## src/rtl/irqv_pkg.sv

```systemverilog
package irqv_pkg;

    localparam int LVL_W  = 4;
    localparam int ADDR_W = 16;

    typedef logic [LVL_W-1:0]  lvl_t;
    typedef logic [ADDR_W-1:0] addr_t;

    typedef enum logic [1:0] {
        SRC_NONE     = 2'd0,
        SRC_MASKABLE = 2'd1,
        SRC_NMI      = 2'd2
    } src_e;

    typedef struct packed {
        src_e  src;
        addr_t vec;
    } decision_t;

    function automatic addr_t level_vector(lvl_t lvl, int shift);
        return addr_t'(lvl) << shift;
    endfunction

    function automatic lvl_t lowered_mask(lvl_t m);
        return (m == '0) ? m : lvl_t'(m - 1'b1);
    endfunction

endpackage

```

## src/rtl/irqv_arbiter.sv

```systemverilog
module irqv_arbiter
    import irqv_pkg::*;
#(
    parameter int    VEC_SHIFT  = 2,
    parameter addr_t NMI_VECTOR = 16'hFFFC
) (
    input  logic      boundary_i,
    input  logic      mreq_n_i,
    input  lvl_t      mlevel_i,
    input  logic      nmi_n_i,
    input  lvl_t      eff_mask_i,
    output decision_t dec_o
);
    logic nmi_hit;
    logic mask_hit;

    always_comb begin
        nmi_hit  = boundary_i && !nmi_n_i;
        mask_hit = boundary_i && !mreq_n_i && (mlevel_i <= eff_mask_i);
        dec_o    = '{src: SRC_NONE, vec: '0};
        if (nmi_hit) begin
            dec_o.src = SRC_NMI;
            dec_o.vec = NMI_VECTOR;
        end else if (mask_hit) begin
            dec_o.src = SRC_MASKABLE;
            dec_o.vec = level_vector(mlevel_i, VEC_SHIFT);
        end
    end
endmodule

```

## src/rtl/irqv_mask_unit.sv

```systemverilog
module irqv_mask_unit
    import irqv_pkg::*;
(
    input  logic clk,
    input  logic rst,
    input  logic load_i,
    input  lvl_t load_value_i,
    input  logic lower_i,
    output lvl_t eff_mask_o,
    output lvl_t mask_q_o
);
    lvl_t mask_q;
    lvl_t mask_d;

    always_comb begin
        eff_mask_o = load_i ? load_value_i : mask_q;
        mask_d     = lower_i ? lowered_mask(eff_mask_o) : eff_mask_o;
    end

    always_ff @(posedge clk) begin
        if (rst) mask_q <= '0;
        else     mask_q <= mask_d;
    end

    assign mask_q_o = mask_q;
endmodule

```

## src/rtl/irqv_take_reg.sv

```systemverilog
module irqv_take_reg
    import irqv_pkg::*;
(
    input  logic      clk,
    input  logic      rst,
    input  decision_t dec_i,
    output logic      take_o,
    output logic      take_nmi_o,
    output addr_t     vector_o
);
    always_ff @(posedge clk) begin
        if (rst) begin
            take_o     <= 1'b0;
            take_nmi_o <= 1'b0;
            vector_o   <= '0;
        end else begin
            take_o     <= (dec_i.src != SRC_NONE);
            take_nmi_o <= (dec_i.src == SRC_NMI);
            vector_o   <= dec_i.vec;
        end
    end
endmodule

```

## src/rtl/irq_vector_unit.sv

```systemverilog
module irq_vector_unit
    import irqv_pkg::*;
#(
    parameter int    VEC_SHIFT  = 2,
    parameter addr_t NMI_VECTOR = 16'hFFFC
) (
    input  logic              clk,
    input  logic              rst,
    input  logic              boundary_i,
    input  logic              mreq_n_i,
    input  logic [LVL_W-1:0]  mlevel_i,
    input  logic              nmi_n_i,
    input  logic              mask_load_i,
    input  logic [LVL_W-1:0]  mask_value_i,
    output logic              take_o,
    output logic              take_nmi_o,
    output logic [ADDR_W-1:0] vector_o,
    output logic [LVL_W-1:0]  mask_o
);
    lvl_t      eff_mask;
    decision_t dec;

    irqv_arbiter #(.VEC_SHIFT(VEC_SHIFT), .NMI_VECTOR(NMI_VECTOR)) arb_i (
        .boundary_i (boundary_i),
        .mreq_n_i   (mreq_n_i),
        .mlevel_i   (mlevel_i),
        .nmi_n_i    (nmi_n_i),
        .eff_mask_i (eff_mask),
        .dec_o      (dec)
    );

    irqv_mask_unit mask_i (
        .clk          (clk),
        .rst          (rst),
        .load_i       (mask_load_i),
        .load_value_i (mask_value_i),
        .lower_i      (dec.src == SRC_MASKABLE),
        .eff_mask_o   (eff_mask),
        .mask_q_o     (mask_o)
    );

    irqv_take_reg take_i (
        .clk        (clk),
        .rst        (rst),
        .dec_i      (dec),
        .take_o     (take_o),
        .take_nmi_o (take_nmi_o),
        .vector_o   (vector_o)
    );
endmodule

```

## config.mk

```make
export PLATFORM = sky130hd
export DESIGN_NAME = irq_vector_unit
export DESIGN_NICKNAME = d
export VERILOG_FILES = /design/src/rtl/irqv_pkg.sv /design/src/rtl/irqv_arbiter.sv /design/src/rtl/irqv_mask_unit.sv /design/src/rtl/irqv_take_reg.sv /design/src/rtl/irq_vector_unit.sv
export SDC_FILE = /design/constraint.sdc
export NUM_CORES = 1
export LEC_CHECK = 0
export BUFFER_PORTS_ARGS = -buffer_cell sky130_fd_sc_hd__buf_4
export CAP_MARGIN = 20
export CORE_MARGIN = 2
export CORE_UTILIZATION = 43
export DETAILED_ROUTE_END_ITERATION = 10
export GPL_TIMING_DRIVEN = 1
export PLACE_DENSITY = 0.75
export SYNTH_ARGS = -nofsm -noshare
export SYNTH_HDL_FRONTEND = slang
export SYNTH_SLANG_ARGS = --single-unit
export TNS_END_PERCENT = 30
```

## constraint.sdc

```tcl
create_clock -name clk -period 2.4 [get_ports clk]
set_clock_uncertainty 0.1 [all_clocks]
set_input_delay 0.24 -clock clk [delete_from_list [all_inputs] [get_ports clk]]
set_output_delay 0.24 -clock clk [all_outputs]
set_load 0.005 [all_outputs]
```

==> flow_results.org, run 1 <==
** Status
- Outcome :: completed

** Route
- Number of remaining DRC errors :: 0
- DRT antenna net count :: 0
- Vias after detailed routing :: 572
- DR WL/cell :: 11.48 um
- Vias per std cell :: 5.018
- The routed design has 1309 um of wire.
- First-iteration detailed-routing DRC count :: 9
- Number of iterations in the first detailed-routing pass :: 4

** Finish
- The net count of the finished layout is 118.
- Area of all placed cells without fillers :: 885.9 sq um
- Share of layout cells above drive strength 1 :: 44.90%
- After filler insertion, the fill cell instance count of the layout stands at 139.
- Inserted Diodes :: 0
- Synth-to-Final Area Change :: 33.58%

** Timing
- The number of endpoints with negative hold slack in the final report is 0.
- Derived from the worst setup path, the maximum achievable clock frequency is 463.5 MHz.
- Total negative slack for setup checks :: 0 ns
- Setup repair after global routing missed its margin :: false
- The worst path in the final design needs a cycle of 2.157 ns, including I/O delays and setup.
- Slew Viols, Final :: 0
- Setup violation total in the final timing report :: 0
- Final worst path period share :: 89.89%

** Critical path
- Max FO, Critical Path :: 7
- For the worst setup path, the data required time is 2.45 ns.
- The worst register-to-register path ends at mask_i.mask_q_o[3].
- In this run the register-to-register setup slack is 0.24 ns.
- For the worst flop-to-flop path, the logic depth is 7.
- Critical register-to-register path startpoint :: mask_i.mask_q_o[3]
- On the critical path, the stage with the largest delay is an instance of sky130_fd_sc_hd__mux2_1.
- The worst setup path is captured at a flip-flop.
- The worst setup path is of the reg -> reg kind.
- Traced cell by cell, the critical path runs through mux2i_1, ha_1, a21o_1, or2_4, o22ai_4, nand4_1, mux2_1.
- Critical path arrival :: 2.21 ns
- The worst setup path is launched from a flip-flop.
- Largest stage delay on the critical path :: 0.33 ns
- Largest delay contributor family on the critical path :: multiplexers
- The critical path contains buffers and inverters numbering 0 combined.

** Flow run
- Number of max-cap violations :: 0

** Min path
- For hold timing, the worst endpoint is take_i.vector_o[2].
- Worst hold path depth :: 3
- The path class of the tightest hold or removal check is in -> reg.
- The startpoint identified for the worst hold timing path is mlevel_i[0].

** Yosys
- In this run the mean area of a mapped cell was 9.210 sq um.
- Mapped Area :: 663.1 sq um
- Gate count of the mapped netlist :: 72
- During synthesis, Yosys emitted a total of 0 warnings.
- For this run, the register share of the synthesized area comes to 30.19%.
- The synthesized design contains 10 register bits.
- The netlist uses 28 different library cells.

** Clock tree
- Gates resized during post-CTS repair numbered 0.
- After clock tree synthesis, the clock-pin slew on the worst setup and hold paths is 0.07 ns.
- At the later pin of the worst-skew pair, clock insertion delay measures 0.26 ns.
- In this run, post-CTS hold repair placed 0 buffers.
- Number of clock buffers inserted by TritonCTS :: 3
- The clock passes through at most 2 buffers.
- Post-CTS Setup Repair Bufs :: 0
- In this run the number of H-tree levels came out at 1.
- Clock tree from TritonCTS :: done
- Clock Tree Root :: sky130_fd_sc_hd__clkbuf_4
- The clock drives 10 sinks.

** Placed design
- Area after detailed placement :: 849.6 sq um
- I/O Buffers :: 33
- After legalization and detailed placement, the total HPWL measured 1108 um.
- At the end of routability-driven placement, the weighted congestion stood at 0.7766.

** Floorplan
- Area of the placeable core :: 0.001471 sq mm
- Standard-cell rows :: 14
- For this configuration, the core starts out at a cell density of 45.07%.
- Die Y :: 43.27 um
- 36 I/O pins were placed.
- The floorplan step set the die width to 43.27 um.
- The floorplan step defined a die boundary enclosing 0.001872 sq mm.

** Global routing
- Total global routing track utilization :: 15.54%
- The number of antenna violations at the first check in global routing is 0.
- Total congestion overflow :: 0
- The first global-routing pass estimated 2125 um of wire.
- Vias in the first global route :: 523
- Largest net degree at the start of global routing :: 12

** Power and ir drop
- Ratio of total power to cell area :: 519.6 mW/mm^2
- Worst vdd rail ir drop :: 0.0002845 V
- Leakage component of the power :: 0.4651 nW
[worst max path at each step]
stage                  startpoint                 end  cells after the start
6_report       mask_i.mask_q_o[3]  mask_i.mask_q_o[3]                      7
5_1_grt        mask_i.mask_q_o[3]  mask_i.mask_q_o[3]                      7
4_1_cts        mask_i.mask_q_o[3]  mask_i.mask_q_o[3]                      7
3_5_place_dp          mask_load_i  mask_i.mask_q_o[3]                      8
3_3_place_gp          mask_load_i  mask_i.mask_q_o[3]                      8
2_1_floorplan         mask_load_i  mask_i.mask_q_o[3]                      8
[layout make-up]
| type | count | area [sq um] | area share (%) |
|---|---|---|---|
| Multi-Input combinational cell | 46 | 355.3 | 40.11 |
| Timing Repair Buffer | 35 | 262.8 | 29.66 |
| Sequential cell | 10 | 200.2 | 22.60 |
| Clock buffer | 4 | 36.28 | 4.096 |
| Tap cell | 16 | 20.02 | 2.260 |
| Inverter | 3 | 11.26 | 1.271 |
[report_power, final]
| group | switching [mW] | total (mW) | internal [mW] |
|---|---|---|---|
| clock | 0.0602 | 0.152 | 0.0922 |
| sequential | 0.00591 | 0.183 | 0.177 |
| combinational | 0.0555 | 0.125 | 0.0694 |
| total | 0.122 | 0.460 | 0.339 |
[cell families (layout without fill, tap and decap cells)]
group	count (synthesis)	count (layout)	synth area share (%)
other cells	1	2	0.5655
simple gates	22	22	19.81
fa+ha+maj	5	5	9.434
flops	10	10	30.19
buf+inv	17	42	16.79
mux	5	5	7.736
compound gates	12	12	15.47
[metrics by stage]
step	hold WS [ns]	cells	power (mW)	worst slack, ns	util, %
after floorplan	0.2607	73	0.2625	0.2052	-
after global placement	0.3696	110	0.3086	0.1794	57.74
after detailed placement	0.3718	110	0.3125	0.1126	57.74
after CTS	0.08879	114	0.4642	0.2420	60.20
after global routing	0.1030	114	0.4871	0.1531	60.20
final	0.08154	114	0.4603	0.2426	60.20
[synth_stat cells (all sizes together)]
master  number  area [sq um]
buf         14         100.1
dfxtp       10         200.2
nor2         9         33.78
ha           5         62.56
mux2i        4         40.04
inv          3         11.26
nor2b        3         18.77
nor3b        3         22.52
a21o         2         16.27
a21oi        2         10.01
nand4        2         12.51
a211oi       1         7.510
a21boi       1         7.510
a311oi       1         8.760
a31o         1         8.760
conb         1         3.750
mux2         1         11.26
nand2        1         3.750
nand2b       1         6.260
nand3        1         5.000
nand3b       1         20.02
o211a        1         10.01
o21ai        1         5.000
o22ai        1         20.02
o32ai        1         8.760
or2          1         8.760
[worst register-to-register path, stage by stage, from the launching register on]
cell	delay, ns
sky130_fd_sc_hd__dfxtp_1	0.32
sky130_fd_sc_hd__mux2i_1	0.20
sky130_fd_sc_hd__ha_1	0.29
sky130_fd_sc_hd__a21o_1	0.20
sky130_fd_sc_hd__or2_4	0.26
sky130_fd_sc_hd__o22ai_4	0.20
sky130_fd_sc_hd__nand4_1	0.14
sky130_fd_sc_hd__mux2_1	0.33
[per-layer routing]
metal | GRT usage [%] | up-vias | part of all wire (%)
met5 | 0 | - | 0
met2 | 22.99 | 27 | 48
met1 | 19.90 | 251 | 42
li1 | - | 289 | -
met3 | 1.702 | 5 | 6.5
met4 | 12.73 | 0 | 3.7
[flip-flops by register name, summed over array words and instances (netlist names)]
signal / cells
mask_i.mask_q_o: 4
take_i.vector_o: 5
take_i.take_o: 1
[layout by cell type, fill, tap and decap left out, drive strengths merged, types with 2 or more instances in the layout]
cell,Yosys,layout
buf,14,35
dfxtp,10,10
nor2,9,9
ha,5,5
mux2i,4,4
clkbuf,0,4
inv,3,3
nor2b,3,3
nor3b,3,3
nand4,2,2
a21oi,2,2
conb,1,2
a21o,2,2
Power figures use the tool's default switching activity.
==> run 2: changes to the inputs <==
--- a/config.mk
+++ b/config.mk
@@ -5,13 +5,13 @@
 export SDC_FILE = /design/constraint.sdc
 export NUM_CORES = 1
 export LEC_CHECK = 0
-export BUFFER_PORTS_ARGS = -buffer_cell sky130_fd_sc_hd__buf_4
 export CAP_MARGIN = 20
-export CORE_MARGIN = 2
-export CORE_UTILIZATION = 43
+export CORE_AREA = 2 2 39 41
 export DETAILED_ROUTE_END_ITERATION = 10
+export DIE_AREA = 0 0 41 43
+export DONT_BUFFER_PORTS = 1
 export GPL_TIMING_DRIVEN = 1
-export PLACE_DENSITY = 0.75
+export PLACE_DENSITY = 0.63
 export SYNTH_ARGS = -nofsm -noshare
 export SYNTH_HDL_FRONTEND = slang
 export SYNTH_SLANG_ARGS = --single-unit
==> flow_results.org, run 2 (synthesis gave the netlist of run 1 again) <==
** Global routing
- Vias in the first global route :: 420 (-20%)
- The total global routing track utilization was 14.07% (-1.5 points).
- The remaining global-route overflow was 0 (unchanged).
- The global-route wire length before repair came to 1621 um (-24%).
- The maximum number of pins on one net before global-route repair is 12 (unchanged).
- The number of antenna violations at the first check in global routing is 0 (unchanged).

** Critical path
- Walking the worst path, the cells encountered are mux2i_1, ha_1, a21o_1, or2_4, o22ai_4, nand4_1, mux2_1.
- The highest fanout seen on the critical path is 7 (unchanged).
- Kind of end point of the critical path :: flip-flop
- Largest delay contributor family on the critical path :: multiplexers
- The arrival time at the worst endpoint came to 2.24 ns (+0.03 ns).
- Kind of critical path :: reg -> reg
- Sort of element at the start of the critical path :: flip-flop
- The largest individual stage delay along the critical path comes from the cell sky130_fd_sc_hd__dfxtp_1.
- CP bufs+invs :: 0 (unchanged)
- Data required, critical path :: 2.46 ns (about the same)
- The maximum cell stage delay along the critical path is 0.33 ns (about the same).

** Clock tree
- Clk buf depth :: 2 (unchanged)
- TritonCTS built the clock tree.
- Number of clock buffers inserted by TritonCTS :: 3 (unchanged)
- Clock Tree Root :: sky130_fd_sc_hd__clkbuf_4
- H-tree level count :: 1 (unchanged)
- Number of sinks on the clock net :: 10 (unchanged)
- The insertion delay of the later-clocked pin in the worst-skew pair is 0.27 ns (about the same).
- The clock transition at the registers of the reported paths came to 0.07 ns (about the same).

** Floorplan
- Number of primary I/O pins :: 36 (unchanged)
- Starting density of the core :: 47.92% (+2.9 points)
- Standard-cell rows :: 14 (unchanged)
- Area of the placeable core :: 0.001384 sq mm (-6.0%)
- Die boundary width :: 41 um (-5.2%)
- Die Y :: 43 um (-0.62%)
- Die Area :: 0.001763 sq mm (-5.8%)

** Placed design
- I/O Buffers :: 0 (-100%)
- The number of cells in the design after placement was 77 (-30%).
- The placed wire-length estimate is 846.2 um (-24%).
- Last weighted congestion value of the routability-driven placer :: 0.7257 (-6.6%)
- Area after detailed placement :: 601.8 sq um (-29%)

** Timing
- For the pin with the worst max-slew slack, the measured transition is 0.5315 ns.
- Final worst path period share :: 90.79% (+0.90 points)
- The worst pin sits at a relative slew slack of 64.52%.
- Total negative slack for setup checks :: 0 ns (unchanged)
- WHS :: -0.005405 ns (-0.08694 ns)
- Setup violation total in the final timing report :: 0 (unchanged)
- The max-slew violation count is 0 (unchanged).
- Setup repair after global routing left no endpoint under its margin.
- Maximum clock rate :: 458.9 MHz (-0.99%)
- Final min period :: 2.179 ns (+0.02164 ns)
- The number of endpoints with negative hold slack in the final report was 1 (+1).

** Finish
- Non-filler instance count after layout :: 85 (-25%)
- Synth-to-Final Area Change :: 2.264%
- Count of fill cells added during filler insertion :: 134 (-3.6%)
- Largest register by flop count :: take_i.vector_o
- The proportion of layout cells with a drive suffix above 1 came to 15.94% (-29 points).
- The library cells used most frequently in the layout, excluding fill and tap cells, are sky130_fd_sc_hd__dfxtp_1 (10), sky130_fd_sc_hd__nor2_1 (9), sky130_fd_sc_hd__ha_1 (5).
- Area of all placed cells without fillers :: 678.2 sq um (-23%)
- Inserted Diodes :: 0 (unchanged)
- Most frequent standard cell in the layout excluding fill and tap cells :: sky130_fd_sc_hd__dfxtp_1
- Max reg flops :: 5 (unchanged)
- Final net count :: 89 (-25%)

** Route
- Vias after detailed routing :: 451 (-21%)
- The remaining antenna violation count after routing is 0 (unchanged).
- Total wire length :: 1097 um (-16%)
- First-iteration detailed-routing DRC count :: 7 (-2)
- Number of iterations in the first detailed-routing pass :: 4 (unchanged)
- DR WL/cell :: 12.91 um (+12%)
- Number of remaining DRC errors :: 0 (unchanged)
- The mean number of vias per cell is 5.306 (+5.7%).

** Flow run
- Number of max-cap violations :: 0 (unchanged)

** Power and ir drop
- The leakage dissipation was 0.3137 nW (-33%).
- The worst IR drop on VDD is 0.0002998 V (+5.4%).
- Ratio of total power to cell area :: 622.1 mW/mm^2 (+20%)

** Min path
- Type of the most critical hold path :: in -> reg

** Status
- Outcome :: finished with violations
- The final reports fail on hold timing.
[run 2: changes by cell type in the layout (fill, tap and decap cells not counted)]
cell | previous run | this run
sky130_fd_sc_hd__buf_4 | 35 | 2
sky130_fd_sc_hd__dlygate4sd3_1 | 0 | 4
[run 2: power breakdown]
part | internal (mW) | switching [mW]
Sequential | 0.177 | 0.00924
Clock | 0.0923 | 0.0644
Combinational | 0.0408 | 0.0380
[run 2: layout make-up]
type / count / area [sq um] / area share, %
repair buffers: 6 / 55.05 / 8.118
inverters: 3 / 11.26 / 1.661
multi-input cells: 46 / 355.3 / 52.40
well taps: 16 / 20.02 / 2.952
flip-flops and latches: 10 / 200.2 / 29.52
clock buffers: 4 / 36.28 / 5.351
[run 2: stage by stage]
stage	setup slack (ns)	util (%)	hold WS, ns	total power [mW]
detailed placement	0.2331	43.49	0.2150	0.2632
CTS	0.2071	49.01	0.0008178	0.4225
global route	0.08159	49.01	0.005729	0.4436
finish	0.2210	49.01	-0.005405	0.4219
floorplan	0.2052	-	0.2607	0.2625
global placement	0.2670	43.49	0.2164	0.2622
[run 2: path summary, 6_finish.rpt]
kind / start / end / cells after the start / slack, ns
setup reg to reg: mask_i.mask_q_o[3] / mask_i.mask_q_o[3] / 7 / 0.22
setup / recovery: mask_i.mask_q_o[3] / mask_i.mask_q_o[3] / 7 / 0.22
hold / removal: mlevel_i[1] / take_i.vector_o[3] / 2 / -0.005
hold reg to reg: mask_i.mask_q_o[3] / mask_i.mask_q_o[3] / 3 / 0.63
[run 2: metal layers]
metal  wire length [um]  vias to the layer above  global-route usage [%]
li1                   -                      229                       -
met1                437                      198                   15.81
met2                514                       19                   20.00
met3                107                        5                   3.141
met4                 37                        0                   14.00
met5                  0                        -                       0
[run 2: repair_timing]
item / 4_1_cts / 5_1_grt
resized for setup: 0 / 0
endpoints found under the hold margin: 6 / 0
hold buffers: 4 / 0
setup buffers: 0 / 0
==> run 3: changes to the inputs <==
--- a/config.mk
+++ b/config.mk
@@ -5,13 +5,14 @@
 export SDC_FILE = /design/constraint.sdc
 export NUM_CORES = 1
 export LEC_CHECK = 0
+export ABC_AREA = 1
 export CAP_MARGIN = 20
 export CORE_AREA = 2 2 39 41
 export DETAILED_ROUTE_END_ITERATION = 10
 export DIE_AREA = 0 0 41 43
 export DONT_BUFFER_PORTS = 1
 export GPL_TIMING_DRIVEN = 1
-export PLACE_DENSITY = 0.63
+export PLACE_DENSITY = 0.67
 export SYNTH_ARGS = -nofsm -noshare
 export SYNTH_HDL_FRONTEND = slang
 export SYNTH_SLANG_ARGS = --single-unit
==> constraint.sdc (replaced) <==
create_clock -name clk -period 2.1 [get_ports clk]
set_clock_uncertainty 0.1 [all_clocks]
set_input_delay 0.21 -clock clk [delete_from_list [all_inputs] [get_ports clk]]
set_output_delay 0.21 -clock clk [all_outputs]
set_load 0.05 [all_outputs]
==> flow_results.org, run 3 <==
** Global routing
- Total congestion overflow :: 0 (unchanged)
- The via count of the first global-routing pass came to 538 (+28%).
- Number of antenna violations at the first check in global routing :: 0 (unchanged)
- The maximum number of pins on one net before global-route repair was 11 (-1).
- First-pass GRT wire length :: 2166 um (+34%)
- Total global routing track utilization :: 18.16% (+4.1 points)

** Placed design
- Area after detailed placement :: 715.7 sq um (+19%)
- The worst slack at placement is 0.06416 ns (-0.1689 ns).
- Estimated wirelength of the detail-placed design :: 1198 um (+42%)
- Cell Count Post-Placement :: 125 (+62%)
- The weighted congestion reported at the end of routability-driven placement came to 0.8559 (+18%).
- The count of port buffers added during placement came to 0 (unchanged).

** Power and ir drop
- Cell Int Power :: 0.3606 mW (+16%)
- Worst vdd rail ir drop :: 0.0004727 V (+58%)
- The leakage dissipation came to 0.4646 nW (+48%).
- The share of power burned in combinational logic came to 30.4% (+12 points).
- The sequential fraction of design power is 39.7% (-4.5 points).
- The switching share of total power came to 38.81% (+12 points).
- The power per standard cell area is 737.2 mW/mm^2 (+18%).
- Share of total power in the clock network :: 29.9% (-7.3 points)
- Switching power :: 0.2288 mW (+100%)

** Floorplan
- Number of primary I/O pins :: 36 (unchanged)
- The initial core utilization came to 52.08% (+4.2 points).
- Area of the placeable core :: 0.001384 sq mm (unchanged)
- The height of the die was 43 um (unchanged).
- Die boundary width :: 41 um (unchanged)
- The count of standard-cell rows was 14 (unchanged).
- The die outline area is 0.001763 sq mm (unchanged).

** Min path
- The path class of the tightest hold or removal check is in -> reg.

** Yosys
- Mapped Area :: 720.7 sq um (+8.7%)
- The number of library cell types mapped by synthesis was 16 (-43%).
- The number of flops mapped to enable cells by yosys is 0 (unchanged).
- Number of warning messages in the yosys log :: 0 (unchanged)
- Gate count of the mapped netlist :: 115 (+60%)
- The fraction of synthesized cell area taken by the top area cell type came to 27.78% (-2.4 points).
- Prevailing post-synth register cell :: sky130_fd_sc_hd__dfxtp_1
- Top post-synthesis cells by count :: sky130_fd_sc_hd__nand2_1 (40), sky130_fd_sc_hd__inv_1 (18), sky130_fd_sc_hd__buf_4 (12), sky130_fd_sc_hd__dfxtp_1 (10), sky130_fd_sc_hd__nand3_1 (9)
- Most instantiated library cell after synthesis :: sky130_fd_sc_hd__nand2_1
- Portion of the post-synthesis area used by sequential elements :: 27.78% (-2.4 points)
- The number of storage elements in the synthesis netlist was 10 (unchanged).
- The biggest area contributor in the post-synthesis netlist is sky130_fd_sc_hd__dfxtp_1.
- Most area-consuming cells after synthesis :: sky130_fd_sc_hd__dfxtp_1 (28%), sky130_fd_sc_hd__nand2_1 (21%), sky130_fd_sc_hd__buf_4 (13%), sky130_fd_sc_hd__inv_1 (9.4%), sky130_fd_sc_hd__ha_1 (8.7%)
- The proportion of synthesized flip-flops having asynchronous set or reset came to 0% (unchanged).
- Synthesized area per cell :: 6.267 sq um (-32%)

** Finish
- Leaving out fill and tap cells, the most frequent cell in the layout is sky130_fd_sc_hd__nand2_1.
- The number of antenna diodes came to 0 (unchanged).
- The library cells used most frequently in the layout, excluding fill and tap cells, are sky130_fd_sc_hd__nand2_1 (40), sky130_fd_sc_hd__inv_1 (18), sky130_fd_sc_hd__nand3_1 (9), sky130_fd_sc_hd__dfxtp_1 (9), sky130_fd_sc_hd__nor2_1 (7).
- Largest register by flop count :: take_i.vector_o
- The number of nets in the final layout came to 137 (+54%).
- Synth-to-Final Area Change :: 10.94%
- The final instance count without filler cells was 133 (+56%).
- The proportion of layout cells with a drive suffix above 1 was 13.68% (-2.3 points).
- Max reg flops :: 5 (unchanged)
- The final instance area was 799.5 sq um (+18%).

** Timing
- Setup repair after global routing left no endpoint under its margin.
- The final setup slack of the worst path is 0.2849 ns (+0.06393 ns).
- Final min period :: 1.815 ns (-0.3639 ns)
- WHS :: 0.00006847 ns (+0.005473 ns)
- The total setup violations reported at the end of the flow is 0 (unchanged).
- Number of hold violations in the final report :: 0 (-1)
- Total negative slack for setup checks :: 0 ns (unchanged)
- The final worst-path cycle share came to 86.43% (-4.4 points).
- The max-slew violation count is 0 (unchanged).
- Maximum clock rate :: 550.9 MHz (+20%)

** Critical path
- The maximum cell stage delay along the critical path came to 0.35 ns (+0.02 ns).
- The most numerous cell type found on the critical path is sky130_fd_sc_hd__nand2_1.
- The arrival time at the worst endpoint is 1.91 ns (-0.33 ns).
- The worst setup path is captured at a flip-flop.
- The slack of the worst reg-to-reg path came to 0.28 ns (+0.06 ns).
- Kind of critical path :: reg -> reg
- The slowest stage of the critical path belongs to the cell sky130_fd_sc_hd__dfxtp_1.
- Data required, critical path :: 2.20 ns (-0.26 ns)
- The critical path goes through inv_1, nand2_1, nand2_1, ha_1, nand2_1, nand2_1, nand2_1, nand2_1, a21boi_2, nand3_1, a21oi_1.
- The highest fanout seen on the critical path was 7 (unchanged).
- Sort of element at the start of the critical path :: flip-flop

** Route
- The total routed wirelength is 1460 um (+33%).
- The first-pass detailed-route iteration total was 4 (unchanged).
- DR WL/cell :: 10.98 um (-15%)
- The remaining design rule violation count is 0 (unchanged).
- Vias per std cell :: 4.947 (-6.8%)
- DRT antenna net count :: 0 (unchanged)
- The number of DRC violations after detailed-routing iteration 0 came to 18 (+11).
- The via count was 658 (+46%).

** Status
- The run finished with clean final reports.

** Clock tree
- Post-CTS Setup Repair Bufs :: 0 (unchanged)
- The clock transition at the registers of the reported paths was 0.07 ns (about the same).
- Clock Tree Root :: sky130_fd_sc_hd__clkbuf_4
- Clk buf depth :: 2 (unchanged)
- Number of sinks on the clock net :: 10 (unchanged)
- Clock tree from TritonCTS :: done
- The number of CTS-inserted buffers came to 3 (unchanged).
- Clock network latency to the later pin of the worst-skew pair :: 0.27 ns (about the same)
- H-tree level count :: 1 (unchanged)

** Flow run
- Number of max-cap violations :: 0 (unchanged)
-- run 3: cell families (layout without fill, tap and decap cells) --
| family | Yosys count | in the layout | share of synthesized area, % |
|---|---|---|---|
| adders and majority gates | 5 | 5 | 8.681 |
| DFF | 10 | 10 | 27.78 |
| other | 1 | 2 | 0.5203 |
| and+or+nand+nor | 60 | 60 | 34.72 |
| buffers and inverters | 31 | 32 | 22.40 |
| AOI/OAI and AO/OA | 8 | 8 | 5.901 |
-- run 3: repair_timing --
action / CTS / global route
hold buffers: 4 / 0
resized for setup: 0 / 2
endpoints found under the hold margin: 6 / 0
endpoints found under the setup margin: 0 / 8
-- run 3: power groups by stage --
stage                     logic (mW)  clock network (mW)  registers, mW
after floorplan                0.130                   0          0.260
after global placement         0.168                   0          0.238
after detailed placement       0.171                   0          0.238
after CTS                      0.178               0.178          0.234
after global routing           0.201               0.188          0.235
final                          0.179               0.176          0.234
-- run 3: path summary, 6_finish.rpt --
| check | startpoint | end | cells after the start |
|---|---|---|---|
| hold / removal | nmi_n_i | mask_i.mask_q_o[2] | 2 |
| hold reg to reg | mask_i.mask_q_o[0] | mask_i.mask_q_o[0] | 4 |
| setup / recovery | mask_i.mask_q_o[1] | mask_i.mask_q_o[1] | 11 |
| setup reg to reg | mask_i.mask_q_o[1] | mask_i.mask_q_o[1] | 11 |
-- run 3: layout make-up --
type                    instances  area, sq um
inverters                      19        71.32
multi-input cells              75        370.4
fillers                       134        584.3
clock buffers                   4        36.28
repair buffers                  9        97.59
flip-flops and latches         10        203.9
well taps                      16        20.02
-- run 3: worst max-delay path, delay by kind of cell (launching register included) --
family                     cells  cell delay (ns)
and+or+nand+nor                7             0.51
AOI/OAI and AO/OA              2             0.43
DFF                            1             0.35
adders and majority gates      1             0.31
buffers and inverters          1             0.04
-- run 3: layer usage --
metal | up-vias | GRT usage, % | share of wire, %
met3 | 5 | 5.236 | 8.2
met1 | 280 | 21.24 | 40
met5 | - | 0 | 0
li1 | 341 | - | -
met2 | 32 | 30.00 | 50
met4 | 0 | 6.000 | 1.4
-- run 3: stage by stage --
| step | power [mW] | util (%) |
|---|---|---|
| after global placement | 0.4056 | 51.72 |
| after floorplan | 0.3899 | - |
| after CTS | 0.5900 | 57.23 |
| final | 0.5894 | 57.78 |
| after global routing | 0.6244 | 57.78 |
| after detailed placement | 0.4095 | 51.72 |
